$ cat src/rtl/ehm_pkg.sv
// Package: shared types for the entropy health monitor.
// Assumes: one failure flag per health test, bundled for the top level.
package ehm_pkg;
    typedef struct packed {
        logic mono;
        logic long_run;
        logic noise;
        logic stuck;
    } ehm_fail_t;
endpackage

$ cat src/rtl/ehm_monobit.sv
// Module: windowed ones counter.
// Counts ones over WINDOW accepted bits. On the last bit of a window it
// judges the total against exclusive bounds and restarts at once.
// Assumes: LO < HI <= WINDOW; the enable low level clears the window.
module ehm_monobit #(
    parameter int WINDOW = 20000,
    parameter int LO     = 9655,
    parameter int HI     = 10345
) (
    input  logic clk,
    input  logic rst_n,
    input  logic en_i,
    input  logic valid_i,
    input  logic bit_i,
    output logic fail_o
);
    localparam int CW = $clog2(WINDOW + 1);

    logic [CW-1:0] bit_cnt;
    logic [CW-1:0] ones_cnt;
    logic [CW-1:0] ones_nxt;
    logic          last_bit;

    // Ones total including the current bit, and end-of-window flag.
    always_comb begin
        ones_nxt = ones_cnt + CW'(bit_i);
        last_bit = (bit_cnt == CW'(WINDOW - 1));
    end

    // Window counters and the judged failure pulse.
    always_ff @(posedge clk) begin
        if (!rst_n || !en_i) begin
            bit_cnt  <= '0;
            ones_cnt <= '0;
            fail_o   <= 1'b0;
        end else begin
            fail_o <= 1'b0;
            if (valid_i) begin
                if (last_bit) begin
                    bit_cnt  <= '0;
                    ones_cnt <= '0;
                    fail_o   <= (ones_nxt <= CW'(LO)) || (ones_nxt >= CW'(HI));
                end else begin
                    bit_cnt  <= bit_cnt + 1'b1;
                    ones_cnt <= ones_nxt;
                end
            end
        end
    end

    assert_window_bound_R2: assert property (@(posedge clk) disable iff (!rst_n)
        bit_cnt < CW'(WINDOW));
    assert_pulse_at_end_R3: assert property (@(posedge clk) disable iff (!rst_n)
        fail_o |-> $past(last_bit && valid_i && en_i));
endmodule

$ cat src/rtl/ehm_run_detect.sv
// Module: identical-bit run detector.
// Tracks the length of the current run of equal bits, saturating at the
// longest threshold. One pulse per threshold, fired when the run reaches it.
// Assumes: SHORT_LEN < LONG_LEN; index 0 is the short threshold.
module ehm_run_detect #(
    parameter int SHORT_LEN = 34,
    parameter int LONG_LEN  = 48
) (
    input  logic       clk,
    input  logic       rst_n,
    input  logic       en_i,
    input  logic       valid_i,
    input  logic       bit_i,
    output logic [1:0] fail_o
);
    localparam int RW = $clog2(LONG_LEN + 1);

    logic [RW-1:0] run_len;
    logic [RW-1:0] run_nxt;
    logic          prev_bit;
    logic          have_bit;
    logic          same;

    // Next run length: restart on a change, else grow up to saturation.
    always_comb begin
        same    = have_bit && (bit_i == prev_bit);
        run_nxt = !same ? RW'(1)
                : (run_len == RW'(LONG_LEN)) ? run_len : run_len + 1'b1;
    end

    // Run length and last-bit history.
    always_ff @(posedge clk) begin
        if (!rst_n || !en_i) begin
            run_len  <= '0;
            prev_bit <= 1'b0;
            have_bit <= 1'b0;
        end else if (valid_i) begin
            run_len  <= run_nxt;
            prev_bit <= bit_i;
            have_bit <= 1'b1;
        end
    end

    for (genvar g = 0; g < 2; g++) begin : g_thr
        localparam int THR = (g == 0) ? SHORT_LEN : LONG_LEN;
        // Pulse once when the run first reaches this threshold.
        always_ff @(posedge clk) begin
            if (!rst_n || !en_i)
                fail_o[g] <= 1'b0;
            else
                fail_o[g] <= valid_i && (run_nxt == RW'(THR)) && (run_len != RW'(THR));
        end
        assert_run_once_R6: assert property (@(posedge clk) disable iff (!rst_n)
            fail_o[g] |=> !fail_o[g]);
    end

    assert_run_saturates_R5: assert property (@(posedge clk) disable iff (!rst_n)
        run_len <= RW'(LONG_LEN));
endmodule

$ cat src/rtl/ehm_stuck_word.sv
// Module: repeated output word comparator.
// Flags an accepted word equal to the previous accepted word.
// Assumes: the first word after reset or enable has nothing to compare with.
module ehm_stuck_word #(
    parameter int WORD_W = 32
) (
    input  logic              clk,
    input  logic              rst_n,
    input  logic              en_i,
    input  logic              valid_i,
    input  logic [WORD_W-1:0] word_i,
    output logic              fail_o
);
    logic [WORD_W-1:0] prev_word;
    logic              have_prev;

    // Stored previous word and the comparison pulse.
    always_ff @(posedge clk) begin
        if (!rst_n || !en_i) begin
            prev_word <= '0;
            have_prev <= 1'b0;
            fail_o    <= 1'b0;
        end else begin
            fail_o <= valid_i && have_prev && (word_i == prev_word);
            if (valid_i) begin
                prev_word <= word_i;
                have_prev <= 1'b1;
            end
        end
    end

    assert_first_word_R8: assert property (@(posedge clk) disable iff (!rst_n)
        fail_o |-> $past(have_prev));
endmodule

$ cat src/rtl/entropy_health_monitor.sv
// Module: top of the entropy health monitor.
// Runs a windowed ones count, two run-length checks and a repeated-word
// check in parallel and presents each failure as a one-cycle pulse.
// Assumes: inputs synchronous to clk; enable low clears all test state.
module entropy_health_monitor
    import ehm_pkg::*;
#(
    parameter int WINDOW    = 20000,
    parameter int MONO_LO   = 9655,
    parameter int MONO_HI   = 10345,
    parameter int LONG_LEN  = 34,
    parameter int NOISE_LEN = 48,
    parameter int WORD_W    = 32
) (
    input  logic              clk,
    input  logic              rst_n,
    input  logic              enable,
    input  logic              bit_valid,
    input  logic              bit_in,
    input  logic              word_valid,
    input  logic [WORD_W-1:0] word_in,
    output logic              monobit_fail,
    output logic              long_run_fail,
    output logic              noise_fail,
    output logic              stuck_fail
);
    ehm_fail_t  fails;
    logic [1:0] run_fail;

    ehm_monobit #(.WINDOW(WINDOW), .LO(MONO_LO), .HI(MONO_HI)) u_mono (
        .clk(clk), .rst_n(rst_n), .en_i(enable),
        .valid_i(bit_valid), .bit_i(bit_in), .fail_o(fails.mono));

    ehm_run_detect #(.SHORT_LEN(LONG_LEN), .LONG_LEN(NOISE_LEN)) u_run (
        .clk(clk), .rst_n(rst_n), .en_i(enable),
        .valid_i(bit_valid), .bit_i(bit_in), .fail_o(run_fail));

    ehm_stuck_word #(.WORD_W(WORD_W)) u_stuck (
        .clk(clk), .rst_n(rst_n), .en_i(enable),
        .valid_i(word_valid), .word_i(word_in), .fail_o(fails.stuck));

    // Bundle the run pulses and drive the ports.
    always_comb begin
        fails.long_run = run_fail[0];
        fails.noise    = run_fail[1];
        monobit_fail   = fails.mono;
        long_run_fail  = fails.long_run;
        noise_fail     = fails.noise;
        stuck_fail     = fails.stuck;
    end

    assert_disabled_quiet_R9: assert property (@(posedge clk) disable iff (!rst_n)
        !$past(enable) |-> !(monobit_fail || long_run_fail || noise_fail || stuck_fail));
    assert_noise_needs_bit_R10: assert property (@(posedge clk) disable iff (!rst_n)
        (long_run_fail || noise_fail || monobit_fail) |-> $past(bit_valid));
endmodule

$ cat config.mk
export PLATFORM = sky130hd
export DESIGN_NAME = entropy_health_monitor
export DESIGN_NICKNAME = d
export VERILOG_FILES = /design/src/rtl/ehm_pkg.sv /design/src/rtl/ehm_monobit.sv /design/src/rtl/ehm_run_detect.sv /design/src/rtl/ehm_stuck_word.sv /design/src/rtl/entropy_health_monitor.sv
export SDC_FILE = /design/constraint.sdc
export NUM_CORES = 1
export LEC_CHECK = 0
export ABC_CLOCK_PERIOD_IN_PS = 2400
export BUFFER_PORTS_ARGS = -buffer_cell sky130_fd_sc_hd__buf_2
export CAP_MARGIN = 20
export CORE_UTILIZATION = 59
export CTS_CLUSTER_DIAMETER = 100
export CTS_CLUSTER_SIZE = 25
export DETAILED_ROUTE_END_ITERATION = 8
export PLACE_DENSITY_LB_ADDON = 0.08
export SYNTH_ARGS = -nofsm -noshare
export SYNTH_HDL_FRONTEND = slang
export SYNTH_SLANG_ARGS = --single-unit
$ cat constraint.sdc
create_clock -name clk -period 2.4 [get_ports clk]
set_input_delay 0.48 -clock clk [delete_from_list [all_inputs] [get_ports clk]]
set_output_delay 0.48 -clock clk [all_outputs]
set_load 0.005 [all_outputs]
* After elaboration in Yosys (flattened, before gate mapping)
Cells that the tools add are included.
** Storage, ports and cells
- ROM bits :: 0
- Word-level logic and storage cells :: 42
- RAM bits :: 0
- Bits of input ports :: 38
- Memories kept :: 0
- Output and inout port bits :: 4
- Bits in registers :: 75
- Bits in latches :: 0
** Cells by class
- Div/mod/pow operators :: 0
- Mux-type cells :: 4
- Equality and inequality tests :: 8
- $mul :: 0
- Shift-type cells :: 0
- Reduce and logical (&&, ||, !) cells :: 12
- Order comparisons :: 2
- Bitwise gates (word level) :: 2
- $add $sub $neg :: 3
** Operators by type and width (count)
- equality test 32 bit :: 1
- two-way mux 15 bit :: 2
- equality test 6 bit, second input constant :: 3
- adder 15 x 1 -> 15 bit :: 1
- adder 15 x 1 -> 15 bit, second input constant :: 1
- equality test 15 bit, second input constant :: 1
- >= comparator 15 x 14 -> 1 bit, second input constant :: 1
- less-or-equal comparator 15 x 14 -> 1 bit, second input constant :: 1
- two-way mux 6 bit :: 2
- inequality test 6 bit, second input constant :: 2
- logical AND 1 bit :: 7
- adder 6 x 1 -> 6 bit, second input constant :: 1
- OR reduction 3 bit :: 1
- logical NOT 1 bit :: 2
- logical OR 1 bit :: 2
- NOT 1 bit :: 2
- equality test 1 bit :: 1

* Longest topological paths before layout
- Depth in word-level cells :: 6
- Mapped depth :: 9

* Hierarchy
From an unflattened synthesis, not the netlist that was laid out.
** Unflattened totals
- Cells, all modules :: 455
- Area, all modules :: 3955.0 um2
** Modules (own cells, without submodules)
- ehm_monobit :: sequential area each 620.6 um2, instances 1, cells an instance 226, area each 1781.7 um2
- ehm_stuck_word :: sequential area each 680.7 um2, instances 1, cells an instance 153, area each 1531.5 um2
- ehm_run_detect :: sequential area each 200.2 um2, instances 1, cells an instance 76, area each 641.9 um2

* Worst setup path after synthesis
OpenSTA, ideal clock, no wires.
- Path type :: input to register
- Start :: in bit_in
- End :: reg u_mono.fail_o
- Path buffers :: 1
- Data required time :: 2.274 ns
- Stages :: 9
- Setup time :: 0.126 ns
- Arrival :: 2.050 ns
- Slack :: 0.224 ns
- Cells stage by stage :: ha_1 > ha_1 > clkbuf_1 > or3_1 > o21a_1 > o2bb2ai_1 > a21o_1 > a31o_1 > a31oi_1
** On the way
- Word-level cells in the longest chain between the ends :: 3
** RTL lines
- from (decl) :: RTL line entropy_health_monitor.sv:19 : input logic bit_in,
- adder 15 x 1 -> 15 bit (*) :: RTL line ehm_monobit.sv:26 : ones_nxt = ones_cnt + CW'(bit_i);
- less-or-equal comparator 15 x 14 -> 1 bit / >= comparator 15 x 14 -> 1 bit (equally long branches) :: RTL line ehm_monobit.sv:42 : fail_o <= (ones_nxt <= CW'(LO)) || (ones_nxt >= CW'(HI));
- logical OR 1 bit (*) :: RTL line ehm_monobit.sv:42
- to (signal assigned) :: RTL line ehm_monobit.sv:42
- to (decl) :: RTL line ehm_monobit.sv:15 : output logic fail_o
Mark *: on every way between the ends. The rest lies on a longest branch, timed or not.
A chain may end at the register's enable or synchronous reset.

* Worst setup path in the final report
- Start :: reg u_mono.ones_cnt[2]
- End :: reg u_mono.fail_o
** On the way
- Word-level cells in the longest chain between the ends :: 3
** RTL lines
- from (decl) :: RTL line ehm_monobit.sv:20 : logic [CW-1:0] ones_cnt;
- from (signal assigned) :: RTL line ehm_monobit.sv:45 : ones_cnt <= ones_nxt;
- adder 15 x 1 -> 15 bit (*) :: RTL line ehm_monobit.sv:26
- less-or-equal comparator 15 x 14 -> 1 bit / >= comparator 15 x 14 -> 1 bit (equally long branches) :: RTL line ehm_monobit.sv:42
- logical OR 1 bit (*) :: RTL line ehm_monobit.sv:42
Marks and branches as above.

==> reports/qor.tcl <==
set qor(hold_path.class) {input pin to register}
set qor(clock_sink_count) 75
set qor(floorplan.die.height_um) 84.6
set qor(period_minus_slack_ns) 2.16
set qor(clk-insertion-delay-late_ns) 0.35
set qor(timing.critical_path.from) {u_mono.ones_cnt[2]}
set qor(regToRegEndpoint) {u_mono.fail_o}
set qor(root_buffer) {sky130_fd_sc_hd__clkbuf_8}
set qor(power_per_cell_area_nw_per_um2) 549
set qor(synth_top_area_cell) {sky130_fd_sc_hd__dfxtp_1}
set qor(finalSetupViolCount) 0
set qor(post_dp_cell_area_um2) 4270
set qor(setup_repair_after_global_routing_missed_its_margin) {no}
set qor(placeableCoreArea_um2) 6460
set qor(r2r_start) {u_mono.ones_cnt[2]}
set qor(number_of_global_route_vias_before_repair) 3109
set qor(post_synthesis_async_set_or_reset_flop_share_pct) 0
set qor(place_hpwl_mm) 5.79
set qor(antenna_found_initial) 0
set qor(detail_route.drc_violations) 0
set qor(rows) 29
set qor(area_growth_pct) 10.9
set qor(power.sequential.fraction_pct) 52.3
set qor(die_area_um2) 7150
set qor(tritoncts_clock_tree) {yes}
set qor(clock-skew-final_ns) 0.0146
set qor(pin_count_of_the_biggest_net_entering_global_routing) 40
set qor(reg2reg_depth) 6
set qor(core_util_final_pct) 69.1
set qor(p_switching_mw) 0.614
set qor(run_status) {complete, no violations}
set qor(final_hold_viol_count) 0
set qor(grt_util_all_layers_pct) 24.8
set qor(relSlewSlack_pct) 44.9
set qor(synth-main-ff-cell) {sky130_fd_sc_hd__dfxtp_1}
set qor(final.fill_count) 544
set qor(ctsLongestPathBuffers) 2
set qor(cp-endpoint) {u_mono.fail_o}
set qor(detailedRoute.firstPassIterationCount) 5
set qor(num_io_pins) 42
set qor(design.final.nets) 556
set qor(cell_internal_pwr_mw) 1.84
set qor(final_layout_size_suffix_gt1_share_pct) 14.2
set qor(first_pass_grt_wire_length_mm) 14.3
set qor(cts.htree.levels) 3
set qor(number_of_clock_buffers_inserted_by_tritoncts) 9
set qor(finalSetupTns_ns) 0
set qor(viasPerCell) 5.73
set qor(grt-ovfl-total) 0
set qor(drtIter0Drc) 259
set qor(layout_worst_path_cycle_share_pct) 90.2
set qor(cp.arrival_ns) 2.40
set qor(power_switching_share_pct) 25.1
set qor(timing.critical_path.required_ns) 2.64
set qor(finalInstanceArea_um2) 4460
set qor(clk_pin_slew_ns) 0.09
set qor(synth-seq-area-share_pct) 37.3
set qor(drv_cap) 0
set qor(final_max_slew_viol_count) 0
set qor(worst_hold_slack_ns) 0.388
set qor(tightest_slew_ns) 0.823
set qor(layout_common_cells) {sky130_fd_sc_hd__nor2_1 (86), sky130_fd_sc_hd__dfxtp_1 (75), sky130_fd_sc_hd__buf_2 (41)}
set qor(timing.setup.critical_path_class) {register to register}
set qor(synth_top_cell_area_share_pct) 37.3
set qor(clockPowerShare_pct) 39.4
set qor(crit_path_max_fanout) 15
set qor(static-leakage-power_nw) 1.72
set qor(post_synth_num_cell_types) 47
set qor(start_util_pct) 62.3
set qor(layout.cells.most_common) {sky130_fd_sc_hd__nor2_1}
set qor(post_cts_hold_buffer_count) 0
set qor(globalplace.congestion) 0.924
set qor(worstSetupStartpointType) {register}
set qor(reg2reg_slack_ns) 0.24
set qor(yosys_warnings) 0
set qor(vias) 3393
set qor(synth_enable_flop_cells) 0
set qor(cell_count_after_synthesis) 481
set qor(drtAntennaViolNets) 0
set qor(post_synth.cell_area_avg_um2) 8.36
set qor(combPwrFrac_pct) 8.3
set qor(postCtsSetupRepairBufs) 0
set qor(setup.worst_path.end_class) {register}
set qor(peak_vdd_ir_v) 0.000383
set qor(cts-resized-gates) 0
set qor(placement.io_buffers) 41
set qor(syn_area_um2) 4020
set qor(synth.ff_latch_count) 75
set qor(drt-total-wl_mm) 8.38
set qor(hold_start) {word_in[9]}
set qor(wire_per_inst_um) 14.2
set qor(mappedNetlistNets) 526
set qor(insertedDiodeCount) 0
set qor(fp.dieW_um) 84.6
set qor(yosys-top-cells-area) {sky130_fd_sc_hd__dfxtp_1 (37%), sky130_fd_sc_hd__mux2i_1 (8.5%), sky130_fd_sc_hd__xnor2_1 (8.1%), sky130_fd_sc_hd__nor2_1 (8.0%), sky130_fd_sc_hd__xor2_1 (4.8%)}
set qor(fmaxAchievable_mhz) 462
[worst max-delay path, cell delays in order (launching register included)]
cell and delay (ns):
sky130_fd_sc_hd__dfxtp_1 0.61, sky130_fd_sc_hd__nand3_1 0.25, sky130_fd_sc_hd__nor4_1 0.46, sky130_fd_sc_hd__xor2_1 0.14
sky130_fd_sc_hd__a311o_1 0.30, sky130_fd_sc_hd__nor3_2 0.18, sky130_fd_sc_hd__a31oi_1 0.10
[per-layer routing]
metal,track usage [%],vias to the layer above,routed length (µm)
met5,0,-,0
met4,9.24,0,136
met3,5.80,14,436
met2,38.6,94,3800
met1,33.7,1553,4010
li1,-,1732,-
[Yosys cell counts, types with 8 or more instances]
| cell | instances |
|---|---|
| sky130_fd_sc_hd__nor2_1 | 86 |
| sky130_fd_sc_hd__dfxtp_1 | 75 |
| sky130_fd_sc_hd__xnor2_1 | 37 |
| sky130_fd_sc_hd__mux2i_1 | 34 |
| sky130_fd_sc_hd__nand2_1 | 33 |
| sky130_fd_sc_hd__xor2_1 | 22 |
| sky130_fd_sc_hd__a21oi_1 | 20 |
| sky130_fd_sc_hd__clkbuf_1 | 20 |
| sky130_fd_sc_hd__o21ai_0 | 20 |
| sky130_fd_sc_hd__nand3_1 | 17 |
| sky130_fd_sc_hd__nand4_1 | 13 |
| sky130_fd_sc_hd__nor4_1 | 10 |
| sky130_fd_sc_hd__buf_2 | 9 |
| sky130_fd_sc_hd__nor3_1 | 8 |
[power by group through the flow]
stage | clock network [mW] | registers (mW) | logic (mW)
final | 0.966 | 1.28 | 0.204
after detailed placement | 0 | 1.31 | 0.204
after floorplan | 0 | 1.31 | 0.134
after CTS | 0.990 | 1.28 | 0.205
after global routing | 1.04 | 1.28 | 0.225
after global placement | 0 | 1.31 | 0.199
[stage by stage]
stage / std cells / worst slack [ns] / total power, mW
3_3_place_gp: 577 / 0.0468 / 1.51
3_5_place_dp: 577 / 0.0106 / 1.51
2_1_floorplan: 481 / 0.224 / 1.44
5_1_grt: 592 / 0.0869 / 2.55
6_report: 592 / 0.235 / 2.45
4_1_cts: 592 / 0.241 / 2.48
[cell type report]
cell class / count / area, µm² / area share, %
Multi-Input combinational cell: 368 / 2370 / 53.0
Sequential cell: 75 / 1500 / 33.7
Timing Repair Buffer: 52 / 288 / 6.45
Clock buffer: 9 / 124 / 2.78
Tap cell: 77 / 96.3 / 2.16
Clock inverter: 6 / 66.3 / 1.49
Inverter: 5 / 18.8 / 0.421
[how the worst min path moves through the flow]
stage,endpoint,cells after the start,slack [ns]
2_1_floorplan,u_stuck.have_prev,2,0.43
4_1_cts,u_stuck.prev_word[9],3,0.38
5_1_grt,u_stuck.prev_word[29],3,0.39
3_5_place_dp,u_mono.ones_cnt[14],2,0.47
3_3_place_gp,u_stuck.have_prev,2,0.45
6_report,u_stuck.prev_word[9],3,0.39
[flip-flops by register name, summed over array words and instances (netlist names)]
signal	count
u_run.fail_o	2
u_mono.ones_cnt	15
u_stuck.fail_o	1
u_run.have_bit	1
u_stuck.prev_word	32
u_run.prev_bit	1
u_stuck.have_prev	1
u_run.run_len	6
u_mono.bit_cnt	15
u_mono.fail_o	1
[cells by family (layout without fill, tap and decap cells)]
logic type | after synthesis | in the layout | synth area share, %
xor+xnor | 59 | 59 | 12.8
simple gates | 200 | 200 | 24.6
buf+inv | 38 | 72 | 4.01
flops | 75 | 75 | 37.3
compound gates | 68 | 68 | 10.5
fa+ha+maj | 7 | 7 | 2.18
mux | 34 | 34 | 8.46
No activity file was read; power rests on OpenSTA's default activity.
